===== config.mk =====
export PLATFORM = sky130hd
export DESIGN_NAME = prio_int_ctrl
export DESIGN_NICKNAME = d
export VERILOG_FILES = /design/src/rtl/prio_int_pkg.sv /design/src/rtl/prio_int_lsb.sv /design/src/rtl/prio_int_regs.sv /design/src/rtl/prio_int_svc.sv /design/src/rtl/prio_int_ctrl.sv
export SDC_FILE = /design/constraint.sdc
export NUM_CORES = 1
export LEC_CHECK = 0
export BUFFER_PORTS_ARGS = -buffer_cell sky130_fd_sc_hd__buf_4
export CAP_MARGIN = 20
export CELL_PAD_IN_SITES_DETAIL_PLACEMENT = 0
export CELL_PAD_IN_SITES_GLOBAL_PLACEMENT = 2
export CORE_UTILIZATION = 35
export DETAILED_ROUTE_END_ITERATION = 8
export PLACE_DENSITY = 0.82
export RECOVER_POWER = 100
export SKIP_CTS_REPAIR_TIMING = 1
export SYNTH_ARGS = -nofsm -noshare
export SYNTH_HDL_FRONTEND = slang
export SYNTH_SLANG_ARGS = --single-unit

===== constraint.sdc =====
create_clock -name clk -period 3.15 [get_ports clk]
set_input_delay 0.63 -clock clk [delete_from_list [all_inputs] [get_ports clk]]
set_output_delay 0.63 -clock clk [all_outputs]
set_load 0.005 [all_outputs]

===== src/rtl/prio_int_pkg.sv =====
package prio_int_pkg;
    typedef enum logic [1:0] {
        REG_PEND = 2'd0,
        REG_SVC  = 2'd1,
        REG_MASK = 2'd2,
        REG_MODE = 2'd3
    } reg_sel_e;

    typedef enum logic {
        SVC_IDLE = 1'b0,
        SVC_HOLD = 1'b1
    } svc_state_e;
endpackage


===== src/rtl/prio_int_lsb.sv =====
module prio_int_lsb #(
    parameter int N = 32
) (
    input  logic [N-1:0] vec_i,
    output logic [N-1:0] onehot_o,
    output logic         any_o
);
    logic [N:0] seen;

    assign seen[0] = 1'b0;

    for (genvar i = 0; i < N; i++) begin : g_chain
        assign onehot_o[i] = vec_i[i] & ~seen[i];
        assign seen[i+1]   = seen[i] | vec_i[i];
    end

    assign any_o = seen[N];
endmodule


===== src/rtl/prio_int_regs.sv =====
module prio_int_regs
    import prio_int_pkg::*;
#(
    parameter int N = 32
) (
    input  logic         clk,
    input  logic         rst_n,
    input  logic [N-1:0] src_req,
    input  logic         wr_en,
    input  reg_sel_e     wr_sel,
    input  logic [N-1:0] wr_data,
    output logic [N-1:0] src_pend,
    output logic [N-1:0] int_mask,
    output logic [N-1:0] int_mode
);
    logic [N-1:0] pend_clr;

    always_comb begin
        pend_clr = '0;
        if (wr_en && wr_sel == REG_PEND) begin
            pend_clr = wr_data;
        end
    end

    always_ff @(posedge clk) begin
        if (!rst_n) begin
            src_pend <= '0;
            int_mask <= '1;
            int_mode <= '0;
        end else begin
            src_pend <= (src_pend & ~pend_clr) | src_req;
            if (wr_en && wr_sel == REG_MASK) begin
                int_mask <= wr_data;
            end
            if (wr_en && wr_sel == REG_MODE) begin
                int_mode <= wr_data;
            end
        end
    end
endmodule


===== src/rtl/prio_int_svc.sv =====
module prio_int_svc
    import prio_int_pkg::*;
#(
    parameter int N = 32
) (
    input  logic         clk,
    input  logic         rst_n,
    input  logic [N-1:0] cand_onehot,
    input  logic         cand_any,
    input  logic         clr_en,
    input  logic [N-1:0] clr_data,
    output logic [N-1:0] in_svc,
    output logic         busy
);
    svc_state_e   state_q, state_d;
    logic [N-1:0] svc_q, svc_d;

    always_comb begin
        state_d = state_q;
        svc_d   = svc_q;
        unique case (state_q)
            SVC_IDLE: begin
                if (cand_any) begin
                    state_d = SVC_HOLD;
                    svc_d   = cand_onehot;
                end
            end
            SVC_HOLD: begin
                if (clr_en && |(clr_data & svc_q)) begin
                    state_d = SVC_IDLE;
                    svc_d   = '0;
                end
            end
            default: begin
                state_d = SVC_IDLE;
                svc_d   = '0;
            end
        endcase
    end

    always_ff @(posedge clk) begin
        if (!rst_n) begin
            state_q <= SVC_IDLE;
            svc_q   <= '0;
        end else begin
            state_q <= state_d;
            svc_q   <= svc_d;
        end
    end

    always_comb begin
        busy   = (state_q == SVC_HOLD);
        in_svc = svc_q;
    end
endmodule


===== src/rtl/prio_int_ctrl.sv =====
module prio_int_ctrl
    import prio_int_pkg::*;
#(
    parameter int N_SRC = 32
) (
    input  logic             clk,
    input  logic             rst_n,
    input  logic [N_SRC-1:0] src_req,
    input  logic             bus_wr,
    input  logic [1:0]       bus_addr,
    input  logic [N_SRC-1:0] bus_wdata,
    output logic [N_SRC-1:0] bus_rdata,
    output logic             irq_o,
    output logic             fiq_o
);
    reg_sel_e         sel;
    logic [N_SRC-1:0] src_pend;
    logic [N_SRC-1:0] int_mask;
    logic [N_SRC-1:0] int_mode;
    logic [N_SRC-1:0] fast_sel;
    logic             fast_any;
    logic [N_SRC-1:0] live;
    logic [N_SRC-1:0] normal_cand;
    logic [N_SRC-1:0] cand_onehot;
    logic             cand_any;
    logic [N_SRC-1:0] in_svc;
    logic             svc_busy;
    logic             svc_clr;

    assign sel = reg_sel_e'(bus_addr);

    prio_int_regs #(.N(N_SRC)) u_regs (
        .clk      (clk),
        .rst_n    (rst_n),
        .src_req  (src_req),
        .wr_en    (bus_wr),
        .wr_sel   (sel),
        .wr_data  (bus_wdata),
        .src_pend (src_pend),
        .int_mask (int_mask),
        .int_mode (int_mode)
    );

    prio_int_lsb #(.N(N_SRC)) u_fast_pick (
        .vec_i    (int_mode),
        .onehot_o (fast_sel),
        .any_o    (fast_any)
    );

    assign live        = src_pend & ~int_mask;
    assign normal_cand = live & ~fast_sel;

    prio_int_lsb #(.N(N_SRC)) u_norm_pick (
        .vec_i    (normal_cand),
        .onehot_o (cand_onehot),
        .any_o    (cand_any)
    );

    assign svc_clr = bus_wr && (sel == REG_SVC);

    prio_int_svc #(.N(N_SRC)) u_svc (
        .clk         (clk),
        .rst_n       (rst_n),
        .cand_onehot (cand_onehot),
        .cand_any    (cand_any),
        .clr_en      (svc_clr),
        .clr_data    (bus_wdata),
        .in_svc      (in_svc),
        .busy        (svc_busy)
    );

    always_comb begin
        irq_o = svc_busy;
        fiq_o = fast_any && |(live & fast_sel);
    end

    always_comb begin
        unique case (sel)
            REG_PEND: bus_rdata = src_pend;
            REG_SVC:  bus_rdata = in_svc;
            REG_MASK: bus_rdata = int_mask;
            REG_MODE: bus_rdata = int_mode;
            default:  bus_rdata = '0;
        endcase
    end
endmodule


==> flow_summary_export.csv <==
group,metric,value,unit
timing,timing.hold.ws,409,ps
logic_synthesis,ys_seq_elements,129,
timing,worst_pin_slew,1420,ps
placed_design,post-dp-hpwl,16700,um
logic_synthesis,netlist-cell-type-count,71,
detailed_routing,remaining_drcs,0,
logic_synthesis,synth.cell_area,0.00720,sq mm
timing,worst_slew_margin_rel,5.10,%
placed_design,portBuffers,102,
logic_synthesis,dominantRegCellSynth,"dfxtp_1",
placed_design,dpl.cell_count,1193,
floorplan,coreArea,0.0202,sq mm
detailed_routing,routed_wl_per_cell,18.8,um
grt,number_of_antenna_violations_at_the_first_check_in_global_routing,0,
detailed_routing,vias_per_cell,5.38,
grt,global_route.overflow_total,0,
power_and_ir_drop,leakage,3.48,nW
setup_path,r2r.worst_path.cells,11,
finish,fin_util,44.4,%
clock_network,cts_htree_levels,4,
power_and_ir_drop,power_per_unit_of_standard_cell_area,513,mW/mm^2
detailed_routing,first_pass_iters,5,
power_and_ir_drop,p_seq_share,38.6,%
placed_design,dpl_worst_slack,-1.51,ps
setup_path,critPathCaptureType,"output port",
logic_synthesis,synth_async_sr_flop_share,0,%
finish,instances_no_fill,1231,
logic_synthesis,synth.yosys.seq_area_share,35.9,%
floorplan,num_io_pins,103,
flow_run,max_cap_viols,0,
finish,nFillCells,2051,
power_and_ir_drop,combPwrFrac,18.2,%
logic_synthesis,post_synth_edffs,0,
logic_synthesis,synth_top_area_share,35.9,%
logic_synthesis,yosysWarningCount,0,
floorplan,rows,52,
clock_network,clockBufferDepth,2,
setup_path,worst-endpoint-required,2520,ps
worst_hold_path,hold_path_startpoint,"src_req[13]",
logic_synthesis,area_contributors_post_synth,"dfxtp_1, mux4_2, nand2_1",
detailed_routing,postRouteAntennaNets,0,
power_and_ir_drop,clock_power_share,43.2,%
clock_network,clk_root_buffer_cell,"clkbuf_16",
logic_synthesis,synth_area_leader_cell,"dfxtp_1",
floorplan,vertical_die_dimension,145,um
clock_network,clk_pin_slew_worst_paths,60,ps
grt,globalRouteTotalUtil,22.4,%
timing,final_min_period_over_clock_period,95.6,%
setup_path,cp_data_arrival_time,2380,ps
timing,final_period_minus_worst_setup_slack,3010,ps
setup_path,rr_endpoint,"u_svc.in_svc[19]",
floorplan,start_util,35.6,%
logic_synthesis,synthesis.area_per_instance,8.57,sq um
grt,grt_first_pass_wirelength,36400,um
setup_path,reg2reg_from,"u_regs.int_mode[0]",
logic_synthesis,synth_common_cells,"nand2_1, dfxtp_1, nand3_1",
logic_synthesis,mappedNetlistNets,909,
grt,grt_pass1_vias,6276,
logic_synthesis,synth_most_common_cell,"nand2_1",
setup_path,cp-start-kind,"flop",
logic_synthesis,syn_inst,840,
finish,synthToLayoutAreaGrowth,24.8,%
timing,clock-skew-final,8.52,ps
detailed_routing,drt_wl_total,23200,um
grt,pin_count_of_the_biggest_net_entering_global_routing,44,
timing,max_freq,332,MHz
finish,ant_cells,0,
detailed_routing,vias,6622,
power_and_ir_drop,internal_power,3.35,mW
clock_network,clock_sinks,129,
timing,setup-tns-final,0,ps
clock_network,tritoncts,"built",
clock_network,insertion_delay_of_the_later_clocked_pin_in_the_worst_skew_pair,430,ps
timing,timing.final.max_slew_violations,0,
finish,post_route_cells_drive_above_1_share,25.1,%
detailed_routing,drt-initial-drc-count,382,
power_and_ir_drop,power.share.switching,27.2,%
power_and_ir_drop,worst_ir_drop_vdd,350,uV
timing,timing.final.ws_setup,140,ps
worst_hold_path,hold_end,"u_regs.src_pend[13]",
floorplan,die-area,0.0212,sq mm
worst_hold_path,min_path_type,"in -> reg",
timing,hold_viol,0,
setup_path,critical_path_peak_fanout,6,
finish,nets,1018,
worst_hold_path,min_delay_path_depth,2,
clock_network,cts_inserted_buffers,17,
placed_design,routabilityCongestion,0.847,
setup_path,setup.reg_to_reg.worst_slack,140,ps
floorplan,die_w,145,um
outcome,run_status,"completed",
timing,count_of_endpoints_failing_setup_in_the_final_report,0,
setup_path,worst-setup-path-type,"reg -> out",
power_and_ir_drop,p_sw,1.25,mW
==> through the flow <==
| step | power [mW] | instance area (sq um) |
|---|---|---|
| 2_1_floorplan | 2.31 | 7200 |
| 3_3_place_gp | 2.61 | 8330 |
| 3_5_place_dp | 2.62 | 8330 |
| 4_1_cts | 4.62 | 8910 |
| 5_1_grt | 4.80 | 8980 |
| 6_report | 4.60 | 8980 |
==> flip-flops by register name, indices dropped and copies added (netlist names) <==
signal	cells
u_regs.int_mask	32
u_regs.int_mode	32
u_regs.src_pend	32
u_svc.busy	1
u_svc.in_svc	32
==> how the worst max path moves through the flow <==
stage                        from               to  depth (start not counted)  slack, ps
2_1_floorplan         bus_addr[1]    bus_rdata[10]                          4        430
3_3_place_gp   u_regs.int_mode[2]  u_svc.in_svc[0]                          9        110
3_5_place_dp   u_regs.int_mode[2]  u_svc.in_svc[0]                          9         -2
4_1_cts        u_regs.int_mode[2]            fiq_o                          9        -90
5_1_grt        u_regs.int_mode[0]            fiq_o                          9        -20
6_report       u_regs.int_mode[0]            fiq_o                          9        140
==> logic make-up (layout without fill, tap and decap cells) <==
kind of cell           count (synthesis)  count (layout)  share of synthesized area (%)
and+or+nand+nor                      420             420                           30.5
AOI/OAI and AO/OA                    187             187                           18.8
DFF                                  129             129                           35.9
buffers and inverters                 72             193                           4.83
muxes                                 32              32                           10.0
==> area by class of cell <==
| cell class | count | area, sq um | area share, % |
|---|---|---|---|
| multi-input cells | 639 | 4340 | 48.3 |
| flip-flops and latches | 129 | 2580 | 28.7 |
| repair buffers | 149 | 1090 | 12.1 |
| clock buffers | 26 | 509 | 5.67 |
| well taps | 270 | 338 | 3.76 |
| clock inverters | 5 | 75.1 | 0.836 |
| inverters | 13 | 48.8 | 0.543 |
==> power groups by stage <==
stage	Combinational, mW	Clock [mW]	Sequential [mW]
detailed placement	0.805	0	1.81
floorplan	0.525	0	1.79
global placement	0.803	0	1.81
finish	0.838	1.99	1.78
global route	0.911	2.10	1.79
CTS	0.809	2.03	1.78
==> per-layer routing <==
layer / vias to the layer above / track usage (%) / wire (um)
li1: 3241 / - / -
met1: 3196 / 30.5 / 10900
met2: 163 / 36.2 / 11000
met3: 22 / 3.95 / 980
met4: 0 / 6.47 / 270
met5: - / 0 / 0
==> critical path, cell delays in order (launching register included) <==
cell and delay [ps]:
dfxtp_1 330, nor4_4 410, nand4_2 190, buf_8 180, nor4_4 150, nor3b_4 250, buf_6 130, a21oi_2 70
nand3_1 120, buf_4 110
==> cell usage in the layout, fill, tap and decap left out, types with 4 or more instances in the layout <==
master	n
nand2b_1	21
inv_1	13
nor2_1	29
clkbuf_1	12
o21ai_2	8
clkbuf_16	17
o21a_1	6
nand4_1	7
nor4_4	6
dfxtp_1	129
a21o_1	4
nor3_1	5
nand3_2	6
a22o_1	9
clkbuf_8	5
nand3b_1	6
nor4b_1	4
buf_4	106
mux4_2	32
nor2b_1	48
o2bb2ai_1	4
nor3b_1	5
a221oi_1	6
o31ai_1	8
a21boi_0	32
clkbuf_4	29
nand3_1	62
nand2_1	186
a22oi_1	12
o21ai_0	9
a21oi_1	49
o211ai_1	6
and3_1	6
No activity file was read; power rests on OpenSTA's default activity.
